--- config.mk ---
export PLATFORM = sky130hd
export DESIGN_NAME = sdcard_clkgen
export DESIGN_NICKNAME = d
export VERILOG_FILES = /design/src/rtl/sdclk_pkg.sv /design/src/rtl/sdclk_regs.sv /design/src/rtl/sdclk_divider.sv /design/src/rtl/sdclk_gate.sv /design/src/rtl/sdcard_clkgen.sv
export SDC_FILE = /design/constraint.sdc
export NUM_CORES = 1
export LEC_CHECK = 0
export BUFFER_PORTS_ARGS = -buffer_cell sky130_fd_sc_hd__buf_2
export CAP_MARGIN = 10
export CELL_PAD_IN_SITES_DETAIL_PLACEMENT = 1
export CELL_PAD_IN_SITES_GLOBAL_PLACEMENT = 2
export CORE_ASPECT_RATIO = 0.6
export CORE_MARGIN = 4
export CORE_UTILIZATION = 31
export DETAILED_ROUTE_END_ITERATION = 6
export PLACE_DENSITY_LB_ADDON = 0.12
export SKIP_LAST_GASP = 1
export SLEW_MARGIN = 25
export SYNTH_ARGS = -nofsm -noshare
export SYNTH_HDL_FRONTEND = slang
export SYNTH_SLANG_ARGS = --single-unit
--- constraint.sdc ---
create_clock -name clk -period 7.02 [get_ports clk]
set_input_delay 1.053 -clock clk [delete_from_list [all_inputs] [get_ports clk]]
set_output_delay 1.053 -clock clk [all_outputs]
set_load 0.05 [all_outputs]
--- src/rtl/sdclk_pkg.sv ---
package sdclk_pkg;

   localparam int SEL_W     = 8;
   localparam int K_W       = $clog2(SEL_W + 1);
   localparam int CNT_W     = SEL_W;
   localparam logic [SEL_W-1:0] RESET_SEL  = 8'h20;
   localparam logic [SEL_W-1:0] BYPASS_SEL = {SEL_W{1'b1}};
   localparam logic [K_W-1:0]   DEFAULT_K  = K_W'($clog2(RESET_SEL) + 1);

   typedef enum logic [1:0] {
      G_IDLE  = 2'd0,
      G_RUN   = 2'd1,
      G_TRAIL = 2'd2
   } gate_st_t;

   // Returns the exponent k of the half period (2**k bus cycles).
   function automatic logic [K_W-1:0] code_to_k(input logic [SEL_W-1:0] sel);
      logic [K_W-1:0] k;
      k = DEFAULT_K;
      if (sel == '0) k = '0;
      for (int i = 0; i < SEL_W; i++) begin
         if (sel == (SEL_W'(1) << i)) k = K_W'(i + 1);
      end
      return k;
   endfunction

endpackage

--- src/rtl/sdclk_regs.sv ---
module sdclk_regs
   import sdclk_pkg::*;
(
   input  logic             clk,
   input  logic             rst_n,
   input  logic             wr,
   input  logic [9:0]       wdata,
   input  logic             wr_allow,
   output logic [SEL_W-1:0] sel,
   output logic             out_en,
   output logic             auto_en,
   output logic [31:0]      rdata
);

   logic [SEL_W-1:0] sel_q;
   logic             en_q;
   logic             auto_q;

   always_ff @(posedge clk or negedge rst_n) begin
      if (!rst_n) begin
         sel_q  <= RESET_SEL;
         en_q   <= 1'b0;
         auto_q <= 1'b0;
      end else if (wr) begin
         if (wr_allow) begin
            sel_q <= wdata[SEL_W-1:0];
            en_q  <= wdata[8];
         end
         auto_q <= wdata[9];
      end
   end

   assign sel     = sel_q;
   assign out_en  = en_q;
   assign auto_en = auto_q;
   assign rdata   = {22'd0, auto_q, en_q, sel_q};


   lock_hold_chk: assert property (@(posedge clk) disable iff (!rst_n)
      (wr && !wr_allow) |=> ($stable(sel_q) && $stable(en_q)));

endmodule

--- src/rtl/sdclk_divider.sv ---
module sdclk_divider
   import sdclk_pkg::*;
#(
   parameter bit BYPASS_EN = 1'b1
)(
   input  logic             clk,
   input  logic             rst_n,
   input  logic [SEL_W-1:0] sel,
   input  logic             run,
   output logic             card_o,
   output logic             rise_o
);

   logic             byp;
   logic [K_W-1:0]   new_k;
   logic [K_W-1:0]   cur_k;
   logic [CNT_W-1:0] cnt;
   logic             div_q;
   logic [CNT_W:0]   half_full;
   logic [CNT_W-1:0] half_m1;
   logic             phase_end;

   generate
      if (BYPASS_EN) begin : g_byp
         assign byp = (sel == BYPASS_SEL);
      end else begin : g_nobyp
         assign byp = 1'b0;
      end
   endgenerate

   assign new_k     = code_to_k(sel);
   assign half_full = (CNT_W+1)'(1) << cur_k;
   assign half_m1   = CNT_W'(half_full - 1'b1);
   assign phase_end = (cnt == half_m1);

   always_ff @(posedge clk or negedge rst_n) begin
      if (!rst_n) begin
         div_q <= 1'b0;
         cnt   <= '0;
         cur_k <= DEFAULT_K;
      end else if (byp || (!div_q && !run)) begin
         div_q <= 1'b0;
         cnt   <= '0;
         cur_k <= new_k;
      end else if (phase_end) begin
         cnt   <= '0;
         div_q <= ~div_q;
         if (div_q) cur_k <= new_k;
      end else begin
         cnt <= cnt + 1'b1;
      end
   end

   assign rise_o = byp ? run : (!div_q && run && phase_end);
   assign card_o = byp ? (clk & run) : div_q;

   // Checker-side length of the current high phase.
   logic [CNT_W:0] hi_len;
   always_ff @(posedge clk or negedge rst_n) begin
      if (!rst_n)     hi_len <= '0;
      else if (div_q) hi_len <= hi_len + 1'b1;
      else            hi_len <= '0;
   end


   full_high_chk: assert property (@(posedge clk) disable iff (!rst_n)
      ($fell(div_q) && !$past(byp)) |-> (hi_len == $past(half_full)));


   parked_low_chk: assert property (@(posedge clk) disable iff (!rst_n)
      (!run && !div_q) |=> !div_q);

endmodule

--- src/rtl/sdclk_gate.sv ---
module sdclk_gate
   import sdclk_pkg::*;
#(
   parameter int TRAIL_CYCLES = 8
)(
   input  logic clk,
   input  logic rst_n,
   input  logic cmd_start,
   input  logic cmd_done,
   input  logic rise,
   output logic active
);

   localparam int TW = $clog2(TRAIL_CYCLES + 1);
   localparam logic [TW-1:0] LAST = TW'(TRAIL_CYCLES - 1);

   gate_st_t      st;
   logic [TW-1:0] tcnt;

   always_ff @(posedge clk or negedge rst_n) begin
      if (!rst_n) begin
         st   <= G_IDLE;
         tcnt <= '0;
      end else begin
         case (st)
            G_IDLE: if (cmd_start) st <= G_RUN;
            G_RUN: begin
               if (cmd_done && !cmd_start) begin
                  st   <= G_TRAIL;
                  tcnt <= '0;
               end
            end
            G_TRAIL: begin
               if (cmd_start) begin
                  st <= G_RUN;
               end else if (rise) begin
                  if (tcnt == LAST) st <= G_IDLE;
                  else              tcnt <= tcnt + 1'b1;
               end
            end
            default: st <= G_IDLE;
         endcase
      end
   end

   assign active = (st != G_IDLE);


   idle_hold_chk: assert property (@(posedge clk) disable iff (!rst_n)
      (st == G_IDLE && !cmd_start) |=> (st == G_IDLE));


   trail_bound_chk: assert property (@(posedge clk) disable iff (!rst_n)
      (st == G_TRAIL) |-> (tcnt <= LAST));


   cancel_stop_chk: assert property (@(posedge clk) disable iff (!rst_n)
      (st == G_TRAIL && cmd_start) |=> (st == G_RUN));

endmodule

--- src/rtl/sdcard_clkgen.sv ---
module sdcard_clkgen
   import sdclk_pkg::*;
#(
   parameter int TRAIL_CYCLES = 8,
   parameter bit BYPASS_EN    = 1'b1
)(
   input  logic        clk,
   input  logic        rst_n,
   input  logic        reg_wr,
   input  logic [31:0] reg_wdata,
   input  logic        wr_allow,
   output logic [31:0] reg_rdata,
   input  logic        cmd_start,
   input  logic        cmd_done,
   output logic        card_clk
);

   generate
      if (TRAIL_CYCLES < 1) begin : g_bad_trail
         $error("TRAIL_CYCLES must be at least 1");
      end
   endgenerate

   logic [SEL_W-1:0] sel;
   logic             out_en;
   logic             auto_en;
   logic             gate_on;
   logic             run;
   logic             rise;
   logic             unused_hi;

   assign unused_hi = ^reg_wdata[31:10];

   sdclk_regs u_regs (
      .clk      (clk),
      .rst_n    (rst_n),
      .wr       (reg_wr),
      .wdata    (reg_wdata[9:0]),
      .wr_allow (wr_allow),
      .sel      (sel),
      .out_en   (out_en),
      .auto_en  (auto_en),
      .rdata    (reg_rdata)
   );

   sdclk_gate #(.TRAIL_CYCLES(TRAIL_CYCLES)) u_gate (
      .clk       (clk),
      .rst_n     (rst_n),
      .cmd_start (cmd_start),
      .cmd_done  (cmd_done),
      .rise      (rise),
      .active    (gate_on)
   );

   assign run = out_en && (!auto_en || gate_on);

   sdclk_divider #(.BYPASS_EN(BYPASS_EN)) u_div (
      .clk    (clk),
      .rst_n  (rst_n),
      .sel    (sel),
      .run    (run),
      .card_o (card_clk),
      .rise_o (rise)
   );

endmodule

==> flow_metrics.tcl <==
set metrics [dict create \
    dp_hpwl_mm 3.65 \
    rsz0062_at_grt "no" \
    clk_pin_slew_ns 0.06 \
    pre_cts_slack_ns 2.09 \
    grt_pass1_vias 1629 \
    pwr-share-seq 0.340 \
    grt_util_all_layers 0.126 \
    worstSetupEndpointType "output port" \
    leakagePower_nw 0.994 \
    synthesis.instances 203 \
    dieArea_mm2 0.00771 \
    dieWidth_um 111 \
    crit_top_cell "clkbuf_8" \
    max_slew_margin 0.550 \
    finalWirelength_mm 4.65 \
    setup_viol 0 \
    status "complete, no violations" \
    cts_setup_buffers 0 \
    yosys.cell_types.count 54 \
    core_mm2 0.00611 \
    wl_per_cell_um 14.7 \
    layout-drive-gt1-share 0.272 \
    nets 272 \
    synth_edf_count 0 \
    path_cells "clkbuf_8 -> clkbuf_8 -> a22o_1 -> buf_2" \
    tns_ns 0 \
    row_count 22 \
    cp_num_buf_inv 3 \
    clock_latency_ns 0.38 \
    start_util 0.321 \
    maxSlewViolCount 0 \
    arrival_ns 4.13 \
    cts_hold_buffers 0 \
    portBuffers 26 \
    drt_pass1_iterations 4 \
    vias_per_cell 4.90 \
    ir_drop_mv 0.0976 \
    setup_ws_ns 1.84 \
    ant_nets 0 \
    swShare 0.372 \
    gr-total-overflow 0 \
    fp.dieH_um 69.6 \
    cp-start-kind "clock port" \
    drt_first_iter_violations 33 \
    async_flop_share 1.00 \
    synth_area_mm2 0.00196 \
    cap_violations 0 \
    diodes 0 \
    cts_tree "built" \
    post_cts_resized 0 \
    fin_worst_skew_ns 0.00643 \
    crit_slowest_cell "buf_2" \
    hold_viol_final 0 \
    io-pin-count 71 \
    drc 0 \
    ys.flop_type "dfrtp_1" \
    cp_max_fo 2 \
    grt_pass1_wl_mm 7.85 \
    ys_seq_area_frac 0.372 \
    p_clk_frac 0.356 \
    yosysWarnings 0 \
    worst_pin_slew_ns 0.675 \
    cellPowerDensity_mw_per_mm2 326 \
    syn_avg_cell_area_um2 9.66 \
    place.gp.congestion 0.724 \
    cpPeakStageDelay_ns 0.21 \
    grt_max_degree 30 \
    cp_top_family "buffers and inverters" \
    final_cell_mix "26 x buf_2, 26 x dfrtp_1, 22 x conb_1" \
    cell_internal_pwr_uw 457 \
    criticalPathCategory "clk -> out" \
    fill_cells 740 \
    area.growth.synth_to_final_pct 13.6 \
    yosys_register_bits 29 \
    cp.required_ns 5.97 \
    p_comb_frac 0.303 \
    min_path_type "reg -> reg" \
    whs_ns 0.550 \
    via_count 1549 \
    antenna_found_initial 0 \
    power.switching_uw 271 \
]
area by class of cell:
type,count,area [um2],share of cell area
Sequential cell,29,729,0.327
Multi-Input combinational cell,163,1080,0.483
Inverter,3,11.3,0.00505
Clock buffer,9,115,0.0517
Clock inverter,3,65.1,0.0292
Tap cell,84,105,0.0472
Timing Repair Buffer,25,125,0.0561
cell families after synthesis:
group,synth area share
other cells,0.00191
mux,0.0682
fa+ha+maj,0.0293
simple gates,0.206
xor+xnor,0.0580
compound gates,0.145
flops,0.372
buf+inv,0.119
stage by stage:
step                utilization  area, um2  total power [mW]  instances
finish                    0.365       2230             0.727        316
global route              0.365       2230             0.773        316
CTS                       0.365       2230             0.738        316
detailed placement        0.336       2050             0.482        305
global placement          0.336       2050             0.471        305
floorplan                     -       2040             0.446        224
worst register-to-register path, cell delays in order, from the launching register on:
cell and delay, ns:
dfrtp_1 0.51, nor3_1 0.29, nand2b_1 0.09, ha_1 0.27
or3_1 0.37, a21oi_1 0.19, o211ai_2 0.16, a41oi_2 0.39
mux2_2 0.38
cell usage after synthesis, drive strengths merged (2+ instances only):
master	number	share of area
o21ai	9	0.023
nor2	17	0.033
nand3	9	0.026
or3	6	0.022
nand2b	4	0.013
inv	3	0.0057
ha	3	0.019
a21oi	10	0.031
nand4	2	0.0096
maj3	2	0.010
mux2	11	0.063
o211ai	2	0.010
xnor2	7	0.031
nor3	7	0.026
buf	28	0.11
dfstp	3	0.040
o31ai	2	0.0077
xor2	6	0.027
dfrtp	26	0.33
a21o	7	0.027
nand2	14	0.027
and3	4	0.013
sequential cells by signal (all words and copies together), names as in the netlist:
register and count:
u_div.cnt 8, u_regs.sel 8, u_div.cur_k 4, u_gate.tcnt 4
u_gate.st 2, u_div.div_q 1, u_regs.auto_en 1, u_regs.out_en 1
path summary, 6_finish.rpt:
check                                from             end  slack (ns)  depth (start not counted)
max                                   clk        card_clk        1.84                          4
min                          u_gate.st[0]    u_gate.st[0]        0.55                          1
max reg2reg                u_div.cur_k[3]  u_div.cur_k[3]        4.25                          8
min reg2reg                  u_gate.st[0]    u_gate.st[0]        0.55                          1
max in group asynchronous           rst_n   u_regs.sel[6]        5.88                          1
min in group asynchronous           rst_n    u_div.cnt[3]        0.70                          1
power groups by stage:
stage / logic, mW / registers (mW) / clock network (mW)
floorplan: 0.189 / 0.250 / 0.00677
global placement: 0.216 / 0.248 / 0.00788
detailed placement: 0.224 / 0.251 / 0.00788
CTS: 0.225 / 0.247 / 0.266
global route: 0.242 / 0.256 / 0.276
finish: 0.221 / 0.247 / 0.259
layer usage:
| metal | up-vias | share of wire | track usage | wire [um] |
|---|---|---|---|---|
| met1 | 764 | 0.49 | 0.172 | 2280 |
| li1 | 731 | - | - | - |
| met3 | 8 | 0.053 | 0.0436 | 245 |
| met5 | - | 0 | 0 | 0 |
| met4 | 0 | 0.013 | 0.0492 | 60 |
| met2 | 46 | 0.44 | 0.183 | 2060 |
Note: power is estimated with default switching activity, not from simulation.
